## config.mk

```make
export PLATFORM = sky130hd
export DESIGN_NAME = ibus_bridge
export DESIGN_NICKNAME = d
export VERILOG_FILES = /design/src/rtl/ibus_pkg.sv /design/src/rtl/ibus_addr_port.sv /design/src/rtl/ibus_strobe_seq.sv /design/src/rtl/ibus_isolate.sv /design/src/rtl/ibus_bridge.sv
export SDC_FILE = /design/constraint.sdc
export NUM_CORES = 1
export LEC_CHECK = 0
export BUFFER_PORTS_ARGS = -buffer_cell sky130_fd_sc_hd__buf_2
export CAP_MARGIN = 0
export CORE_MARGIN = 4
export CORE_UTILIZATION = 49
export CTS_BUF_LIST = sky130_fd_sc_hd__clkbuf_8
export DETAILED_ROUTE_END_ITERATION = 8
export PLACE_DENSITY_LB_ADDON = 0.2
export SYNTH_ARGS = -nofsm -noshare
export SYNTH_HDL_FRONTEND = slang
export SYNTH_SLANG_ARGS = --single-unit
```

## constraint.sdc

```tcl
create_clock -name clk -period 1.8 [get_ports clk]
set_clock_uncertainty 0.1 [all_clocks]
set_input_delay 0.18 -clock clk [delete_from_list [all_inputs] [get_ports clk]]
set_output_delay 0.18 -clock clk [all_outputs]
set_load 0.02 [all_outputs]
```

## src/rtl/ibus_pkg.sv

```systemverilog
package ibus_pkg;

    localparam int BUS_W = 8;

    typedef enum logic [1:0] {
        SEQ_IDLE,
        SEQ_SETTLE,
        SEQ_STROBE,
        SEQ_HOLD
    } seq_state_t;

    typedef enum logic {
        DIR_WRITE = 1'b0,
        DIR_READ  = 1'b1
    } xfer_dir_t;

    typedef struct packed {
        xfer_dir_t         dir;
        logic [BUS_W-1:0]  wbyte;
    } xfer_req_t;

    function automatic xfer_dir_t dir_from_msb(input logic msb);
        return msb ? DIR_READ : DIR_WRITE;
    endfunction

    function automatic logic [BUS_W-1:0] undriven_byte();
        return '1;
    endfunction

endpackage

```

## src/rtl/ibus_addr_port.sv

```systemverilog
module ibus_addr_port
    import ibus_pkg::*;
#(
    parameter int DATA_W = BUS_W
) (
    input  logic              clk,
    input  logic              rst,
    input  logic              load,
    input  logic [DATA_W-1:0] din,
    output logic [DATA_W-1:0] addr,
    output xfer_dir_t         dir
);
    localparam int MSB = DATA_W - 1;

    always_ff @(posedge clk) begin
        if (rst) begin
            addr <= '0;
        end else if (load) begin
            addr <= din;
        end
    end

    assign dir = dir_from_msb(addr[MSB]);
endmodule

```

## src/rtl/ibus_strobe_seq.sv

```systemverilog
module ibus_strobe_seq
    import ibus_pkg::*;
#(
    parameter int SETTLE_CYC = 2,
    parameter int HOLD_CYC   = 1
) (
    input  logic clk,
    input  logic rst,
    input  logic start,
    input  logic abort,
    output logic strobe,
    output logic active
);
    localparam int MAXC = (SETTLE_CYC > HOLD_CYC) ? SETTLE_CYC : HOLD_CYC;
    localparam int CW   = (MAXC > 1) ? $clog2(MAXC) : 1;
    localparam logic [CW-1:0] SETTLE_LOAD = CW'(SETTLE_CYC - 1);
    localparam logic [CW-1:0] HOLD_LOAD   = CW'(HOLD_CYC - 1);

    seq_state_t        state;
    logic [CW-1:0]     cnt;

    always_ff @(posedge clk) begin
        if (rst || abort) begin
            state <= SEQ_IDLE;
            cnt   <= '0;
        end else begin
            unique case (state)
                SEQ_IDLE: begin
                    if (start) begin
                        state <= SEQ_SETTLE;
                        cnt   <= SETTLE_LOAD;
                    end
                end
                SEQ_SETTLE: begin
                    if (cnt == '0) state <= SEQ_STROBE;
                    else           cnt   <= cnt - 1'b1;
                end
                SEQ_STROBE: begin
                    state <= SEQ_HOLD;
                    cnt   <= HOLD_LOAD;
                end
                SEQ_HOLD: begin
                    if (cnt == '0) state <= SEQ_IDLE;
                    else           cnt   <= cnt - 1'b1;
                end
                default: state <= SEQ_IDLE;
            endcase
        end
    end

    assign strobe = (state == SEQ_STROBE);
    assign active = (state != SEQ_IDLE);
endmodule

```

## src/rtl/ibus_isolate.sv

```systemverilog
module ibus_isolate #(
    parameter int IRQ_W = 1
) (
    input  logic             ext_ctl_n,
    input  logic             diag_disc,
    input  logic             addr_en_in,
    input  logic             data_en_in,
    input  logic             dv_in,
    input  logic [IRQ_W-1:0] irq_in,
    output logic             isolated,
    output logic             addr_en,
    output logic             data_en,
    output logic             dv,
    output logic [IRQ_W-1:0] irq_out
);
    assign isolated = !ext_ctl_n || diag_disc;
    assign addr_en  = addr_en_in && !isolated;
    assign data_en  = data_en_in && !isolated;
    assign dv       = dv_in && !isolated;

    for (genvar i = 0; i < IRQ_W; i++) begin : g_irq
        assign irq_out[i] = irq_in[i] && !isolated;
    end
endmodule

```

## src/rtl/ibus_bridge.sv

```systemverilog
module ibus_bridge
    import ibus_pkg::*;
#(
    parameter int DATA_W     = BUS_W,
    parameter int SETTLE_CYC = 2,
    parameter int HOLD_CYC   = 1,
    parameter int IRQ_W      = 1
) (
    input  logic              clk,
    input  logic              rst,
    input  logic [DATA_W-1:0] host_wdata,
    input  logic              host_addr_wr,
    input  logic              host_data_wr,
    input  logic              host_data_rd,
    output logic [DATA_W-1:0] host_rdata,
    output logic              host_rdata_vld,
    output logic              busy,
    input  logic              ext_ctl_n,
    input  logic              diag_disc,
    output logic [DATA_W-1:0] bus_addr,
    output logic              bus_addr_oe,
    output logic [DATA_W-1:0] bus_data_out,
    output logic              bus_data_oe,
    input  logic [DATA_W-1:0] bus_data_in,
    input  logic              bus_data_drv,
    output logic              bus_dv,
    input  logic [IRQ_W-1:0]  bus_irq_in,
    output logic [IRQ_W-1:0]  host_irq
);
    logic      isolated;
    logic      seq_active;
    logic      seq_strobe;
    logic      accept_addr;
    logic      accept_data;
    xfer_dir_t addr_dir;
    xfer_req_t cur;

    assign accept_addr = host_addr_wr && !seq_active && !isolated;
    assign accept_data = (host_data_wr || host_data_rd) && !host_addr_wr
                         && !seq_active && !isolated;

    ibus_addr_port #(.DATA_W(DATA_W)) u_addr (
        .clk  (clk),
        .rst  (rst),
        .load (accept_addr),
        .din  (host_wdata),
        .addr (bus_addr),
        .dir  (addr_dir)
    );

    ibus_strobe_seq #(.SETTLE_CYC(SETTLE_CYC), .HOLD_CYC(HOLD_CYC)) u_seq (
        .clk    (clk),
        .rst    (rst),
        .start  (accept_data),
        .abort  (isolated),
        .strobe (seq_strobe),
        .active (seq_active)
    );

    always_ff @(posedge clk) begin
        if (rst) begin
            cur <= '0;
        end else if (accept_data) begin
            cur.dir   <= addr_dir;
            cur.wbyte <= host_wdata;
        end
    end

    always_ff @(posedge clk) begin
        if (rst) begin
            host_rdata     <= '0;
            host_rdata_vld <= 1'b0;
        end else begin
            host_rdata_vld <= 1'b0;
            if (seq_strobe && cur.dir == DIR_READ && !isolated) begin
                host_rdata     <= bus_data_drv ? bus_data_in : undriven_byte();
                host_rdata_vld <= 1'b1;
            end
        end
    end

    ibus_isolate #(.IRQ_W(IRQ_W)) u_iso (
        .ext_ctl_n  (ext_ctl_n),
        .diag_disc  (diag_disc),
        .addr_en_in (1'b1),
        .data_en_in (seq_active && cur.dir == DIR_WRITE),
        .dv_in      (seq_strobe),
        .irq_in     (bus_irq_in),
        .isolated   (isolated),
        .addr_en    (bus_addr_oe),
        .data_en    (bus_data_oe),
        .dv         (bus_dv),
        .irq_out    (host_irq)
    );

    assign bus_data_out = cur.wbyte;
    assign busy         = seq_active;
endmodule

```

==> impl_metrics.yaml, run 1 <==
detailed_routing:
  via_count: 1070
  via_per_inst: 4.89
  firstDrtPassIters: 4
  routed_wl_um: 2710
  ant_nets: 0
  post-route-drc-count: 0
  drt_iter0_drc: 18
  wl_per_cell_um: 12.4
synthesis:
  ys_ff_latch: 29
  synth_area_per_cell_um2: 9.02
  netlist_area_um2: 1290
  yosysWarnings: 0
  synth_fp_nets: 173
  ys_seq_area_frac: 0.450
  synth_top_cell_by_area: "dfxtp_1"
  yosysUniqueCellTypes: 28
  synthTopCellsByArea: "dfxtp_1, mux2i_1, buf_4"
  yosys.area.top_type_share: 0.450
  syn_inst: 143
floorplan:
  initial_core_util: 0.516
  die_w_um: 59.3
  design.core.area_um2: 2500
  die_y_um: 59.3
  row_count: 18
  die_area_um2: 3520
  io_pins: 55
timing:
  finalSetupViolCount: 0
  rsz0062_at_grt: "no"
  final.setup.worst_slack_ns: 0.161
  min_period_ns: 1.64
  hold_viol: 0
  drv_slew: 0
  fmax_mhz: 610
  worstMarginPinSlew_ns: 0.331
  finalSetupTns_ns: 0
  period_share: 0.910
  relSlewSlack: 0.779
placed_design:
  place_inst: 212
  port_buffers: 54
  place_worst_setup_slack_ns: 0.168
  gp_congestion: 0.708
  place_hpwl_um: 2060
worst_setup_path:
  rr_worst_depth: 7
  max_stage_delay_ns: 0.38
  crit_required_ns: 1.52
  path_delay_family: "flip-flops"
  slowest_stage: "dfxtp_1"
  worst-path-buf-inv: 2
  rr_endpoint: "bus_data_out[5]"
  r2r-start: "u_seq.state[0]"
  crit_chain: "inv_1 -> ha_1 -> nor3_1 -> buf_2"
  worst-path-max-fanout: 5
  crit_path_end_kind: "output pin"
  r2r_slack_ns: 0.17
  crit_path_start_kind: "flop"
  arrival_ns: 1.36
  crit_type: "flop to output pin"
global_routing:
  grt_usage: 0.161
  antenna_found_initial: 0
  first_global_vias: 1024
  grt_max_degree: 19
  gr-total-overflow: 0
  grt_pass1_wl_um: 4280
cts:
  cts_max_path_buffers: 2
  cts_resized: 0
  clkTransAtPathRegs_ns: 0.06
  post_cts_buffers: 0
  ctsHoldBuffers: 0
  numCtsBuffers: 5
  htreeDepth: 2
  cts_root_buf: "clkbuf_8"
  clock-sinks: 29
  insertion_delay_ns: 0.27
  cts_tree: "done"
finish:
  layoutNonFillerInstCount: 219
  fin_nets: 219
  drive_gt1_frac: 0.365
  area_delta_synth_final_pct: 22.7
  diodes: 0
power:
  ir_drop_uv: 624
  p_per_area_nw_per_um2: 818
  p_leak_nw: 0.780
min_path:
  min_path_cells: 3
  hold_end: "host_rdata[1]"
  min_path_type: "input pin to flop"
  min_from: "bus_data_in[1]"
job:
  maxCapViolations: 0
status:
  status: "completed"
-- routing by layer --
layer  track usage  wire length [um]
met5             0                 0
met4        0.0841                34
met3        0.0675               283
met2         0.276              1370
met1         0.166              1030
-- cell usage after synthesis --
cell type  count
o21bai_1       1
and3_4         1
inv_4          1
buf_2          1
o211ai_1       1
ha_1           5
nor2b_1        1
buf_6          1
dfxtp_1       29
buf_4         10
nand2_1       20
a311oi_1       7
o21ai_0        2
and3_1         1
and2_1         1
buf_8          1
nand2b_4       1
nand3_1        1
nor2_2         1
nor2_1        17
inv_1         11
clkbuf_1       3
nor3_1         3
buf_1          1
a21oi_1        8
and2_2         1
a311oi_2       1
mux2i_1       12
-- sequential cells by signal, indices dropped and copies added, names as in the netlist --
name,flops
u_addr.addr,8
bus_data_out,8
host_rdata,8
u_seq.cnt,1
u_seq.state,2
cur,1
host_rdata_vld,1
-- through the flow --
stage / util / total power [W] / cell area, um2 / hold WS (ns)
6_report: 0.633 / 0.00129 / 1580 / 0.0598
5_1_grt: 0.633 / 0.00135 / 1580 / 0.0539
4_1_cts: 0.633 / 0.00131 / 1580 / 0.0544
3_5_place_dp: 0.599 / 0.000797 / 1500 / 0.340
3_3_place_gp: 0.599 / 0.000793 / 1500 / 0.331
2_1_floorplan: - / 0.000752 / 1290 / 0.216
-- cells in the final DEF (no fill, tap or decap), types with 2 or more instances in the layout --
cell type  synthesis  layout
buf_4             10       2
mux2i_1           12      12
ha_1               5       5
a311oi_1           7       7
nor2_1            17      17
inv_1             11      12
buf_2              1      54
clkbuf_8           0       6
nand2_1           20      20
a21oi_1            8       8
o21ai_0            2       2
dfxtp_1           29      29
nor3_1             3       2
-- kinds of logic after synthesis --
group | Yosys count | synth area share
compound gates | 20 | 0.110
mux | 12 | 0.0931
simple gates | 48 | 0.168
flops | 29 | 0.450
fa+ha+maj | 5 | 0.0485
buf+inv | 29 | 0.131
-- worst max path at each step --
stage | slack (ns) | endpoint | cells past startpoint | from
6_report | 0.16 | bus_data_oe | 4 | u_seq.state[0]
5_1_grt | 0.001 | bus_data_out[5] | 7 | u_seq.state[1]
4_1_cts | 0.13 | bus_data_oe | 4 | u_seq.state[0]
3_5_place_dp | 0.17 | bus_data_out[5] | 7 | u_seq.state[0]
3_3_place_gp | 0.24 | bus_data_out[6] | 7 | u_seq.state[0]
2_1_floorplan | 0.20 | bus_data_out[0] | 7 | u_seq.state[0]
-- final cells by class --
cell class                      instances  area [um2]
Inverter                               12        47.5
Sequential cell                        29         581
Timing Repair Buffer                   56         285
Fill cell                             224         917
Tap cell                               30        37.5
Multi-Input combinational cell         85         546
Clock buffer                            6        82.6
Clock inverter                          1        3.75
-- where the power goes --
| part | switching [W] | internal [W] | total, W |
|---|---|---|---|
| clock | 0.000217 | 0.000297 | 0.000513 |
| sequential | 0.00000577 | 0.000654 | 0.000660 |
| combinational | 0.0000710 | 0.0000504 | 0.000121 |
| total | 0.000293 | 0.00100 | 0.00129 |
-- worst reg2reg max path: stages (launching register included) --
cell and delay [ns]:
dfxtp_1 0.34, inv_1 0.10, ha_1 0.23, inv_1 0.09
nor3_2 0.16, buf_4 0.22, mux2i_1 0.22, nor2_1 0.05
No activity file was read; power rests on OpenSTA's default activity.
==> run 2, diff against run 1 <==
--- a/config.mk
+++ b/config.mk
@@ -8,10 +8,11 @@
 export BUFFER_PORTS_ARGS = -buffer_cell sky130_fd_sc_hd__buf_2
 export CAP_MARGIN = 0
 export CORE_MARGIN = 4
-export CORE_UTILIZATION = 49
+export CORE_UTILIZATION = 45
 export CTS_BUF_LIST = sky130_fd_sc_hd__clkbuf_8
 export DETAILED_ROUTE_END_ITERATION = 8
 export PLACE_DENSITY_LB_ADDON = 0.2
 export SYNTH_ARGS = -nofsm -noshare
 export SYNTH_HDL_FRONTEND = slang
+export SYNTH_HIERARCHICAL = 1
 export SYNTH_SLANG_ARGS = --single-unit
==> constraint.sdc (replaced) <==
create_clock -name clk -period 1.4 [get_ports clk]
set_clock_uncertainty 0.1 [all_clocks]
set_input_delay 0.14 -clock clk [delete_from_list [all_inputs] [get_ports clk]]
set_output_delay 0.14 -clock clk [all_outputs]
set_load 0.02 [all_outputs]
==> run 2 against run 1 <==
Effect of this change: the flow now finishes with violations (negative setup slack); utilization rose by 1.2 points; critical endpoint is now u_seq/state[0]; register-to-register slack lost 0.42 ns; sequential power increased by 29%; clock-buffer cell count decreased by 1.
==> impl_metrics.yaml, run 2 <==
status:
  status: "finished, violations left"
  violations: "negative setup slack"
synthesis:
  synth-main-ff-cell: "dfxtp_1"
  netlist_area_um2: 1450
  async_reset_ff_frac: 0
  ys_top_cells_by_count: "dfxtp_1, mux2i_1, nand2b_1"
  synth-edff-count: 0
  synth_top_cell_by_area: "dfxtp_1"
  synth_fp_nets: 175
  yosys.area.top_type_share: 0.401
  synthTopCellsByArea: "dfxtp_1, mux2i_1, a311oi_2"
  ys_ff_latch: 29
  yosysWarnings: 6
  syn_inst: 145
  yosysUniqueCellTypes: 26
  synth_area_per_cell_um2: 9.99
  synth_most_common_cell: "dfxtp_1"
  ys_seq_area_frac: 0.401
power:
  total_power_w: 0.00169
  p_sw_frac: 0.248
  p_switching_w: 0.000419
  p_int_w: 0.00127
  pwr-share-seq: 0.503
  ir_drop_uv: 570
  p_per_area_nw_per_um2: 851
  p_leak_nw: 0.936
  power_frac_comb: 0.118
  power_frac_clock: 0.379
detailed_routing:
  firstDrtPassIters: 4
  wl_per_cell_um: 13.0
  post-route-drc-count: 0
  ant_nets: 0
  drt_iter0_drc: 42
  routed_wl_um: 3280
  via_per_inst: 4.73
  via_count: 1191
worst_setup_path:
  slowest_stage: "dfxtp_2"
  worst-path-max-fanout: 3
  r2r_slack_ns: -0.25
  path_delay_family: "simple AND/OR/NAND/NOR gates"
  rr_endpoint: "u_seq/state[0]"
  worst-path-buf-inv: 2
  arrival_ns: 1.71
  crit_path_start_kind: "flop"
  rr_worst_depth: 7
  crit_required_ns: 1.46
  r2r-start: "u_seq/state[0]"
  max_stage_delay_ns: 0.33
  crit_cells: 7
  crit_chain: "inv_2 -> ha_4 -> inv_4 -> nor4_4 -> nand2b_4 -> nand2_4 -> o311a_1"
  crit_type: "flop to flop"
  crit_path_end_kind: "flop"
cts:
  insertion_delay_ns: 0.28
  numCtsBuffers: 5
  cts_tree: "done"
  clock-sinks: 29
  htreeDepth: 2
  cts_max_path_buffers: 2
  cts_root_buf: "clkbuf_8"
  clkTransAtPathRegs_ns: 0.06
placed_design:
  port_buffers: 54
  gp_congestion: 0.771
  place_hpwl_um: 2200
  place_inst: 239
timing:
  min_period_ns: 1.65
  period_share: 1.18
  drv_slew: 0
  finalSetupTns_ns: -3.62
  fmax_mhz: 606
  hold_viol: 0
  holdWs_ns: 0.0134
  final.setup.worst_slack_ns: -0.249
  finalSetupViolCount: 31
  rsz0062_at_grt: "yes"
min_path:
  min_from: "host_wdata[1]"
  min_path_cells: 3
  hold_end: "u_addr/addr[1]"
  min_path_type: "input pin to flop"
global_routing:
  antenna_found_initial: 0
  first_global_vias: 1226
  grt_usage: 0.163
  grt_pass1_wl_um: 5210
  grt_max_degree: 29
  gr-total-overflow: 0
floorplan:
  row_count: 20
  initial_core_util: 0.471
  design.core.area_um2: 3080
  die_area_um2: 4190
  io_pins: 55
  die_y_um: 64.7
  die_w_um: 64.7
finish:
  area_delta_synth_final_pct: 37.0
  register_area_um2: 583
  fin_nets: 237
  multi_input_area_um2: 753
  diodes: 0
  final_util: 0.645
  fillers: 267
  drive_gt1_frac: 0.495
  layoutNonFillerInstCount: 252
  layout_commonest_cell: "buf_2"
  final_cell_mix: "buf_2, dfxtp_1, nand2b_1, mux2i_1, nor2_1"
job:
  maxCapViolations: 0
run 2: worst reg2reg max path: stages (launching register included):
cell	delay, ns
dfxtp_2	0.33
inv_2	0.07
ha_4	0.14
inv_4	0.04
nor4_4	0.30
nand2b_4	0.21
nand2_4	0.06
o311a_1	0.29
run 2: timing repair:
| action | CTS | global route |
|---|---|---|
| setup endpoints to repair | 32 | 32 |
| buffers inserted | 3 | 3 |
| pin swaps | 7 | 11 |
| resized for setup | 12 | 2 |
| hold buffers | 0 | 0 |
| gates cloned | 0 | 1 |
run 2: how the worst max path moves through the flow:
stage / startpoint / end / slack (ns)
after floorplan: u_seq/state[0] / u_seq/state[0] / -0.37
after global placement: u_seq/state[1] / u_seq/state[0] / -0.16
after detailed placement: u_seq/state[1] / u_seq/state[0] / -0.21
after CTS: u_seq/state[0] / bus_dv / -0.22
after global routing: u_seq/state[1] / u_seq/cnt / -0.31
final: u_seq/state[0] / u_seq/state[0] / -0.25
run 2: layout make-up:
type | instances | area share
repair buffers | 73 | 0.235
clock buffers | 5 | 0.0347
inverters | 11 | 0.0221
multi-input cells | 87 | 0.380
flip-flops and latches | 29 | 0.294
well taps | 44 | 0.0277
clock inverters | 3 | 0.00694
run 2: power groups by stage:
stage | Sequential (W) | Combinational [W] | Clock (W)
after floorplan | 0.000875 | 0.000114 | 0
after global placement | 0.000866 | 0.000182 | 0
after detailed placement | 0.000867 | 0.000188 | 0
after CTS | 0.000849 | 0.000196 | 0.000662
after global routing | 0.000851 | 0.000217 | 0.000710
final | 0.000849 | 0.000199 | 0.000640
run 2: metrics by stage:
step | setup WS, ns | area (um2)
finish | -0.249 | 1980
global route | -0.311 | 1980
CTS | -0.221 | 1930
detailed placement | -0.210 | 1790
global placement | -0.158 | 1790
floorplan | -0.366 | 1480
run 2: cell families after synthesis:
family | after synthesis | synth area share
AO/OA/AOI/OAI | 11 | 0.101
adder cells (fa/ha/maj) | 5 | 0.0432
buffers and inverters | 29 | 0.123
flip-flops | 29 | 0.401
multiplexers | 19 | 0.131
other | 1 | 0.00259
AND/OR/NAND/NOR | 51 | 0.198
run 2: layer usage:
layer / track usage / up-vias / share of wire
met3: 0.0676 / 8 / 0.068
met2: 0.275 / 38 / 0.50
met4: 0.0792 / 0 / 0.022
li1: - / 591 / -
met5: 0 / - / 0
met1: 0.176 / 554 / 0.41
